File: src/rtl/updown_ctr_pkg.sv
package updown_ctr_pkg;

  localparam int BTN_UP = 0;
  localparam int BTN_DN = 1;
  localparam int N_BTN  = 2;

  typedef enum logic [1:0] {
    STEP_HOLD = 2'd0,
    STEP_INC  = 2'd1,
    STEP_DEC  = 2'd2
  } step_t;

endpackage

File: src/rtl/btn_sync.sv
module btn_sync #(
  parameter int STAGES = 2
) (
  input  logic clk,
  input  logic rst,
  input  logic async_in,
  output logic sync_out
);

  logic [STAGES-1:0] chain;

  generate
    for (genvar s = 0; s < STAGES; s++) begin : g_stage
      if (s == 0) begin : g_first
        always_ff @(posedge clk) begin
          if (rst) chain[0] <= 1'b0;
          else     chain[0] <= async_in;
        end
      end else begin : g_next
        always_ff @(posedge clk) begin
          if (rst) chain[s] <= 1'b0;
          else     chain[s] <= chain[s-1];
        end
      end
    end
  endgenerate

  assign sync_out = chain[STAGES-1];

endmodule

File: src/rtl/btn_debounce.sv
module btn_debounce #(
  parameter int HOLD_CLKS = 500000
) (
  input  logic clk,
  input  logic rst,
  input  logic sync_in,
  output logic level
);

  localparam int CW = (HOLD_CLKS > 1) ? $clog2(HOLD_CLKS) : 1;
  localparam logic [CW-1:0] LAST = CW'(HOLD_CLKS - 1);

  logic [CW-1:0] run_len;

  always_ff @(posedge clk) begin
    if (rst) begin
      level   <= 1'b0;
      run_len <= '0;
    end else if (sync_in == level) begin
      run_len <= '0;
    end else if (run_len == LAST) begin
      level   <= sync_in;
      run_len <= '0;
    end else begin
      run_len <= run_len + CW'(1);
    end
  end

  // the accepted level only ever moves to the value the input was showing
  a_r6_follow_input: assert property (@(posedge clk) disable iff (rst)
    (level != $past(level)) |-> (level == $past(sync_in)));

endmodule

File: src/rtl/step_decide.sv
module step_decide
  import updown_ctr_pkg::*;
(
  input  logic  clk,
  input  logic  rst,
  input  logic  up_lvl,
  input  logic  dn_lvl,
  output step_t step
);

  logic up_prev, dn_prev;
  logic [3:0] pattern;

  always_ff @(posedge clk) begin
    if (rst) begin
      up_prev <= 1'b0;
      dn_prev <= 1'b0;
    end else begin
      up_prev <= up_lvl;
      dn_prev <= dn_lvl;
    end
  end

  assign pattern = {dn_prev, dn_lvl, up_prev, up_lvl};

  always_comb begin
    case (pattern)
      4'b0001: step = STEP_INC;
      4'b0100: step = STEP_DEC;
      default: step = STEP_HOLD;
    endcase
  end

  // a held level cannot request a second step on the next clock
  a_r5_single_inc: assert property (@(posedge clk) disable iff (rst)
    (step == STEP_INC) |=> (step != STEP_INC));
  a_r5_single_dec: assert property (@(posedge clk) disable iff (rst)
    (step == STEP_DEC) |=> (step != STEP_DEC));

endmodule

File: src/rtl/updown_led_counter.sv
module updown_led_counter
  import updown_ctr_pkg::*;
#(
  parameter int CNT_W         = 8,
  parameter int SYNC_STAGES   = 2,
  parameter int DEBOUNCE_CLKS = 500000
) (
  input  logic             clk,
  input  logic             rst,
  input  logic             btn_up,
  input  logic             btn_dn,
  output logic [CNT_W-1:0] count
);

  localparam logic [CNT_W-1:0] ONE = CNT_W'(1);

  logic [N_BTN-1:0] raw;
  logic [N_BTN-1:0] synced;
  logic [N_BTN-1:0] clean;
  step_t            step;

  assign raw[BTN_UP] = btn_up;
  assign raw[BTN_DN] = btn_dn;

  generate
    for (genvar b = 0; b < N_BTN; b++) begin : g_btn
      btn_sync #(.STAGES(SYNC_STAGES)) u_sync (
        .clk      (clk),
        .rst      (rst),
        .async_in (raw[b]),
        .sync_out (synced[b])
      );
      btn_debounce #(.HOLD_CLKS(DEBOUNCE_CLKS)) u_deb (
        .clk     (clk),
        .rst     (rst),
        .sync_in (synced[b]),
        .level   (clean[b])
      );
    end
  endgenerate

  step_decide u_step (
    .clk    (clk),
    .rst    (rst),
    .up_lvl (clean[BTN_UP]),
    .dn_lvl (clean[BTN_DN]),
    .step   (step)
  );

  always_ff @(posedge clk) begin
    if (rst) begin
      count <= '0;
    end else begin
      case (step)
        STEP_INC: count <= count + ONE;
        STEP_DEC: count <= count - ONE;
        default:  count <= count;
      endcase
    end
  end

  // an up decision lands one higher, wrapping past the top
  a_r2_inc: assert property (@(posedge clk) disable iff (rst)
    (step == STEP_INC) |=> (count == $past(count) + ONE));
  // a down decision lands one lower, wrapping below zero
  a_r3_dec: assert property (@(posedge clk) disable iff (rst)
    (step == STEP_DEC) |=> (count == $past(count) - ONE));
  // never more than one unit of movement per clock
  a_r10_unit_move: assert property (@(posedge clk) disable iff (rst)
    ##1 ((count == $past(count)) || (count == $past(count) + ONE) ||
         (count == $past(count) - ONE)));
  // levels rising together never move the count
  a_r8_cancel: assert property (@(posedge clk) disable iff (rst)
    ($rose(clean[BTN_UP]) && $rose(clean[BTN_DN])) |=> $stable(count));

endmodule

File: config.mk
export PLATFORM = sky130hd
export DESIGN_NAME = updown_led_counter
export DESIGN_NICKNAME = d
export VERILOG_FILES = /design/src/rtl/updown_ctr_pkg.sv /design/src/rtl/btn_sync.sv /design/src/rtl/btn_debounce.sv /design/src/rtl/step_decide.sv /design/src/rtl/updown_led_counter.sv
export SDC_FILE = /design/constraint.sdc
export NUM_CORES = 1
export LEC_CHECK = 0
export BUFFER_PORTS_ARGS = -buffer_cell sky130_fd_sc_hd__buf_2
export CORE_MARGIN = 3
export CORE_UTILIZATION = 45
export DETAILED_ROUTE_END_ITERATION = 12
export RECOVER_POWER = 50
export SLEW_MARGIN = 5
export SYNTH_ARGS = -nofsm -noshare
export SYNTH_HDL_FRONTEND = slang
export SYNTH_SLANG_ARGS = --single-unit
File: constraint.sdc
create_clock -name clk -period 3.2 [get_ports clk]
set_input_delay 0 -clock clk [delete_from_list [all_inputs] [get_ports clk]]
set_output_delay 0 -clock clk [all_outputs]
set_load 0.02 [all_outputs]
==> results of run 1 <==
## cell families (layout without fill, tap and decap cells)
family	after synthesis	count (layout)	synth area share, %
buf+inv	21	29	4.34
flops	54	54	40.3
simple gates	151	151	30.1
xor+xnor	42	42	13.7
mux	7	7	2.85
fa+ha+maj	5	5	2.33
compound gates	23	23	6.30
## area by class of cell
| class | count | share of cell area (%) |
|---|---|---|
| Multi-Input combinational cell | 228 | 51.8 |
| Timing Repair Buffer | 15 | 2.80 |
| Clock buffer | 7 | 2.67 |
| Clock inverter | 1 | 1.05 |
| Tap cell | 72 | 3.15 |
| Inverter | 6 | 0.787 |
| Sequential cell | 54 | 37.8 |
## registers in the layout (all words and copies together) (netlist names)
register,flops
g_btn.u_deb.run_len,38
u_step.dn_prev,1
u_step.up_prev,1
g_btn.u_sync.chain,2
g_btn.u_deb.level,2
g_btn.u_sync.sync_out,2
count,8
## cell usage in the layout (no fill, tap or decap), types with 4 or more instances in the layout
| cell type | n |
|---|---|
| clkbuf_8 | 5 |
| clkbuf_1 | 10 |
| nand4_1 | 5 |
| nor2b_1 | 9 |
| mux2i_1 | 5 |
| ha_1 | 5 |
| or3_1 | 4 |
| nand2b_1 | 6 |
| nor3_1 | 8 |
| xor2_1 | 29 |
| nor2_1 | 55 |
| nand3_1 | 19 |
| inv_1 | 6 |
| a21oi_1 | 5 |
| nand2_1 | 18 |
| xnor2_1 | 13 |
| dfxtp_1 | 54 |
## through the flow
step                      cell area (µm²)  cells
after global placement               2750    373
after global routing                 2860    383
after floorplan                      2680    303
after detailed placement             2750    373
after CTS                            2870    383
final                                2860    383
## power by group
part	internal (mW)	switching, mW	total [mW]
clock	0.234	0.208	0.443
combinational	0.0145	0.0209	0.0354
sequential	0.679	0.0134	0.693
total	0.928	0.243	1.17
## worst max-delay path by stage
| stage | to | cells past startpoint | from |
|---|---|---|---|
| final | count[6] | 9 | g_btn[0].u_deb.level |
| after global routing | count[6] | 9 | g_btn[0].u_deb.level |
| after detailed placement | count[6] | 9 | g_btn[1].u_deb.level |
| after CTS | count[6] | 9 | g_btn[0].u_deb.level |
| after floorplan | count[6] | 11 | g_btn[1].u_deb.level |
| after global placement | count[6] | 9 | g_btn[1].u_deb.level |
## metal layers
layer,up-vias,wire [µm],global-route usage (%)
li1,1055,-,-
met1,943,2370,18.7
met2,16,2110,24.3
met3,2,117,3.17
met4,0,26,4.01
met5,-,0,0
## timing repair
item	in CTS	in global routing
resized for setup	0	0
hold buffers	2	0
hold endpoints to repair	2	0
setup buffers	0	0
==> results.py, run 1 <==
metrics = {
    "worst_setup_path": {
        "worstRegToRegCells": 9,
        "end_kind": "flop",
        "slowest_stage": "or4b_2",
        "path_class": "flop to flop",
        "cp_common_cell": "ha_1",
        "reg2reg_setup_slack_ps": 420,
        "r2r_end": "count[6]",
        "cp_data_arrival_time_ps": 2940,
        "required_ps": 3370,
        "crit_chain": "or4b_2, ha_1, xor2_1, ha_1, nor4_2, nor4_4, o311a_2, mux2i_1, o2111ai_1",
        "slowest_delay_ps": 630,
        "cp-start-kind": "flop",
        "path_buf_inv": 0,
        "timing.rr.start": "g_btn[0].u_deb.level",
        "critPathTopFamily": "simple AND/OR/NAND/NOR gates",
        "cp_max_fo": 5,
    },
    "sta": {
        "slew-limit-headroom_pct": 36.9,
        "fin_crit_sh_pct": 86.8,
        "drv_slew": 0,
        "max_freq_mhz": 360,
        "setup_viol_count_final": 0,
        "clock_skew_ps": 11.1,
        "hold_violations": 0,
        "worstMarginPinSlew_ps": 946,
        "rsz0062_at_grt": "false",
        "tns_ps": 0,
        "timing.final.ws_setup_ps": 423,
        "hold_slack_ps": 101,
        "layout_min_cycle_time_ps": 2780,
    },
    "logic_synthesis": {
        "synth_seq_cells": 54,
        "ys_types": 49,
        "synth_common_cells": "nor2_1 (55), dfxtp_1 (54), xor2_1 (29)",
        "syn-num-nets": 312,
        "ys_top_cells_by_area": "dfxtp_1 (40%), xor2_1 (9.5%), nor2_1 (7.7%)",
        "async_flop_share_pct": 0,
        "yosysMostFrequentCell": "nor2_1",
        "synth_top_area_share_pct": 40.3,
        "ys_seq_area_share_pct": 40.3,
        "yosysWarnings": 0,
        "syn_area_per_cell_um2": 8.85,
        "yosysTopAreaCell": "dfxtp_1",
        "synth_cells": 303,
        "synthFlopType": "dfxtp_1",
        "syn_area_mm2": 0.00268,
        "synth_edf_count": 0,
    },
    "cts": {
        "numCtsBuffers": 5,
        "clock_latency_ps": 300,
        "cts_sinks": 54,
        "clockBufferDepth": 2,
        "cts_tree": "done",
        "h-tree-depth": 2,
        "clk_pin_slew_ps": 90,
        "clock-root-buffer": "clkbuf_8",
    },
    "placement": {
        "place_congestion": 0.764,
        "hpwl_um": 3250,
        "numPortBuffers": 11,
        "pre_cts_ws_ps": 449,
    },
    "global_routing": {
        "grt_overflow": 0,
        "grt.total_usage_pct": 14.5,
        "antenna_found_initial": 0,
        "grt_pass1_vias": 1902,
        "grt_max_degree": 25,
        "grt_pass1_wl_um": 8540,
    },
    "floorplan": {
        "rows": 27,
        "die_area_mm2": 0.00692,
        "core-area_mm2": 0.00564,
        "die_x_um": 83.2,
        "start_util_pct": 47.5,
        "ioPinCount": 12,
        "die_h_um": 83.2,
    },
    "final_layout": {
        "fin_util_pct": 50.7,
        "drive_above_1_share_pct": 6.43,
        "fillers": 552,
        "multi_input_area_mm2": 0.00148,
        "nets": 319,
        "area_growth_pct": 6.82,
        "antenna_cells": 0,
        "ff_latch_area_mm2": 0.00108,
    },
    "power": {
        "power.leakage_nw": 0.958,
        "power.density_mw_per_mm2": 409,
        "p_total_mw": 1.17,
        "ir_drop_v": 0.000264,
    },
    "routing": {
        "drt_pass1_iterations": 4,
        "drt-total-wl_um": 4620,
        "wire_per_inst_um": 12.1,
        "vias": 2016,
        "drt_first_iter_violations": 58,
        "detail-route-antenna-nets": 0,
        "drc": 0,
        "viasPerCell": 5.26,
    },
    "worst_hold_path": {
        "hold-path-cell-count": 2,
        "hp-class": "input port to flop",
        "holdPathEnd": "g_btn[0].u_deb.level",
        "worstHoldStart": "rst",
    },
    "run": {
        "maxCapViolations": 0,
    },
    "outcome": {
        "status": "complete, no violations",
    },
}
(Power assumes the default switching activity.)
==> inputs of run 2 (changes only) <==
--- a/config.mk
+++ b/config.mk
@@ -6,11 +6,14 @@
 export NUM_CORES = 1
 export LEC_CHECK = 0
 export BUFFER_PORTS_ARGS = -buffer_cell sky130_fd_sc_hd__buf_2
+export CORE_ASPECT_RATIO = 1.4
 export CORE_MARGIN = 3
 export CORE_UTILIZATION = 45
+export CTS_CLUSTER_DIAMETER = 50
 export DETAILED_ROUTE_END_ITERATION = 12
 export RECOVER_POWER = 50
 export SLEW_MARGIN = 5
 export SYNTH_ARGS = -nofsm -noshare
 export SYNTH_HDL_FRONTEND = slang
+export SYNTH_HIERARCHICAL = 1
 export SYNTH_SLANG_ARGS = --single-unit
==> run 2 against run 1 <==
Compared with the run above:
- clock skew is 0.50 ps higher
- largest power group unchanged
- critical path depth stayed put
- final area up 3.4%
- count of clock-buffer cells in the layout unchanged
- largest cell class unchanged
- flip-flop and latch count unchanged
- setup slack gained 320 ps
- routed wire length is 10% higher
- die area up 5.3%
- core utilization shrank 1.3 points
==> results.py, run 2 <==
metrics = {
    "sta": {
        "setup_viol_count_final": 0,
        "layout_min_cycle_time_ps": 2460,
        "worstMarginPinSlew_ps": 1300,
        "tns_ps": 0,
        "hold_slack_ps": 84.3,
        "timing.final.ws_setup_ps": 744,
        "slew-limit-headroom_pct": 12.9,
        "clock_skew_ps": 11.6,
        "rsz0062_at_grt": "false",
        "max_freq_mhz": 407,
        "hold_violations": 0,
        "fin_crit_sh_pct": 76.7,
        "drv_slew": 0,
    },
    "final_layout": {
        "drive_above_1_share_pct": 8.92,
        "nets": 333,
        "top_regs": "g_btn.u_deb/run_len: 38 flops, count: 8 flops",
        "fin_util_pct": 49.4,
        "largest_register": "g_btn.u_deb/run_len",
        "final_cell_mix": "dfxtp_1 (54), nor2_1 (48), xnor2_1 (19), nand2_1 (15)",
        "ff_latch_area_mm2": 0.00108,
        "largest_register_ffs": 38,
        "multi_input_area_mm2": 0.00158,
        "mostFrequentLayoutCell": "dfxtp_1",
        "fillers": 585,
        "area_growth_pct": 4.65,
        "antenna_cells": 0,
    },
    "worst_setup_path": {
        "cp_data_arrival_time_ps": 2660,
        "slowest_delay_ps": 410,
        "reg2reg_setup_slack_ps": 740,
        "end_kind": "flop",
        "critPathTopFamily": "adder cells",
        "cp_max_fo": 7,
        "required_ps": 3400,
        "r2r_end": "count[4]",
        "path_class": "flop to flop",
        "worstRegToRegCells": 9,
        "path_buf_inv": 0,
        "cp-start-kind": "flop",
        "crit_chain": "nor4b_1, ha_1, xor2_1, ha_1, a21o_1, a22o_1, nand2_1, a31oi_1, mux2_1",
        "cp_common_cell": "ha_1",
        "timing.rr.start": "g_btn[1].u_deb/level",
        "slowest_stage": "dfxtp_1",
    },
    "placement": {
        "hpwl_um": 3540,
        "numPortBuffers": 11,
        "place_congestion": 0.835,
        "pre_cts_ws_ps": 758,
    },
    "logic_synthesis": {
        "yosysWarnings": 6,
        "yosysMostFrequentCell": "dfxtp_1",
        "synth_edf_count": 0,
        "ys_types": 55,
        "syn-num-nets": 327,
        "synth_seq_cells": 54,
        "syn_area_per_cell_um2": 8.89,
        "synthFlopType": "dfxtp_1",
        "ys_top_cells_by_area": "dfxtp_1 (38%), nor2_1 (6.4%), xnor2_1 (5.9%)",
        "synth_common_cells": "dfxtp_1 (54), nor2_1 (48), xnor2_1 (19)",
        "synth_top_area_share_pct": 38.2,
        "yosysTopAreaCell": "dfxtp_1",
        "async_flop_share_pct": 0,
        "syn_area_mm2": 0.00283,
        "ys_seq_area_share_pct": 38.2,
        "synth_cells": 318,
    },
    "worst_hold_path": {
        "holdPathEnd": "count[1]",
        "hold-path-cell-count": 2,
        "hp-class": "input port to flop",
        "worstHoldStart": "rst",
    },
    "routing": {
        "drt-total-wl_um": 5090,
        "viasPerCell": 5.58,
        "wire_per_inst_um": 12.9,
        "drt_pass1_iterations": 4,
        "detail-route-antenna-nets": 0,
        "drc": 0,
        "drt_first_iter_violations": 76,
        "vias": 2204,
    },
    "cts": {
        "clockBufferDepth": 2,
        "cts_resized": 0,
        "clock_latency_ps": 300,
        "clk_pin_slew_ps": 100,
        "numCtsBuffers": 5,
        "clock-root-buffer": "clkbuf_8",
        "postCtsHoldBufs": 2,
        "h-tree-depth": 2,
        "cts_tree": "done",
        "cts_sinks": 54,
        "postCtsSetupBuffers": 0,
    },
    "global_routing": {
        "antenna_found_initial": 0,
        "grt_pass1_wl_um": 9210,
        "grt_overflow": 0,
        "grt.total_usage_pct": 15.5,
        "grt_max_degree": 22,
        "grt_pass1_vias": 2115,
    },
    "power": {
        "p_total_mw": 1.14,
        "power.density_mw_per_mm2": 385,
        "power.leakage_nw": 0.942,
        "ir_drop_v": 0.000225,
    },
    "floorplan": {
        "start_util_pct": 47.2,
        "die_x_um": 73.0,
        "die_area_mm2": 0.00728,
        "rows": 33,
        "core-area_mm2": 0.00599,
        "die_h_um": 99.8,
        "ioPinCount": 12,
    },
    "run": {
        "maxCapViolations": 0,
    },
    "outcome": {
        "status": "complete, no violations",
    },
}
==> run 2: changes by cell type after synthesis, moves of 5 or more <==
| cell | delta |
|---|---|
| xnor2_1 | +6 |
| nand4_1 | +6 |
| a21oi_1 | +9 |
| nor2_1 | -7 |
| nand4_2 | +5 |
| o21ai_0 | +5 |
| nand3_1 | -6 |
| xor2_1 | -15 |
==> run 2: cell type report <==
type | instances | area share [%]
Clock buffer | 7 | 2.58
Timing Repair Buffer | 14 | 2.45
Clock inverter | 1 | 1.01
Tap cell | 70 | 2.96
Inverter | 8 | 1.01
Sequential cell | 54 | 36.5
Multi-Input combinational cell | 241 | 53.4
==> run 2: cell families after synthesis <==
family | share of synthesized area [%]
adder cells (fa/ha/maj) | 2.21
AO/OA/AOI/OAI | 10.1
XOR/XNOR | 10.2
AND/OR/NAND/NOR | 31.9
buffers and inverters | 5.13
flip-flops | 38.2
multiplexers | 2.26
==> run 2: where the power goes <==
part / total [mW] / internal (mW) / switching [mW]
Sequential: 0.676 / 0.674 / 0.00193
Combinational: 0.0160 / 0.00599 / 0.00997
Clock: 0.447 / 0.234 / 0.213
==> run 2: worst register-to-register path: stages (launching register included) <==
cell,delay (ps)
dfxtp_1,410
nor4b_1,390
ha_1,260
xor2_1,150
ha_1,300
a21o_1,160
a22o_1,120
nand2_1,50
a31oi_1,180
mux2_1,330
==> run 2: metal layers <==
metal | share of wire, % | wire [µm] | vias to the layer above | global-route usage [%]
li1 | - | - | 1140 | -
met1 | 47 | 2410 | 1019 | 20.4
met2 | 48 | 2430 | 37 | 24.8
met3 | 3.1 | 159 | 8 | 2.40
met4 | 1.9 | 97 | 0 | 6.53
met5 | 0 | 0 | - | 0
==> run 2: worst max path at each step <==
stage                              startpoint                        end  slack, ps  cells after the start
floorplan                g_btn[0].u_deb/level                   count[4]        730                     11
global placement         g_btn[1].u_deb/level                   count[4]        860                      9
detailed placement       g_btn[1].u_deb/level                   count[4]        760                      9
CTS                      g_btn[1].u_deb/level                   count[4]        730                      9
global route        g_btn[1].u_deb/run_len[0]  g_btn[1].u_deb/run_len[5]        480                      4
finish                   g_btn[1].u_deb/level                   count[4]        740                      9
==> run 2: through the flow <==
| stage | std cells | instance area, µm² |
|---|---|---|
| after floorplan | 318 | 2830 |
| after global placement | 385 | 2860 |
| after detailed placement | 385 | 2860 |
| after CTS | 395 | 2990 |
| after global routing | 395 | 2960 |
| final | 395 | 2960 |
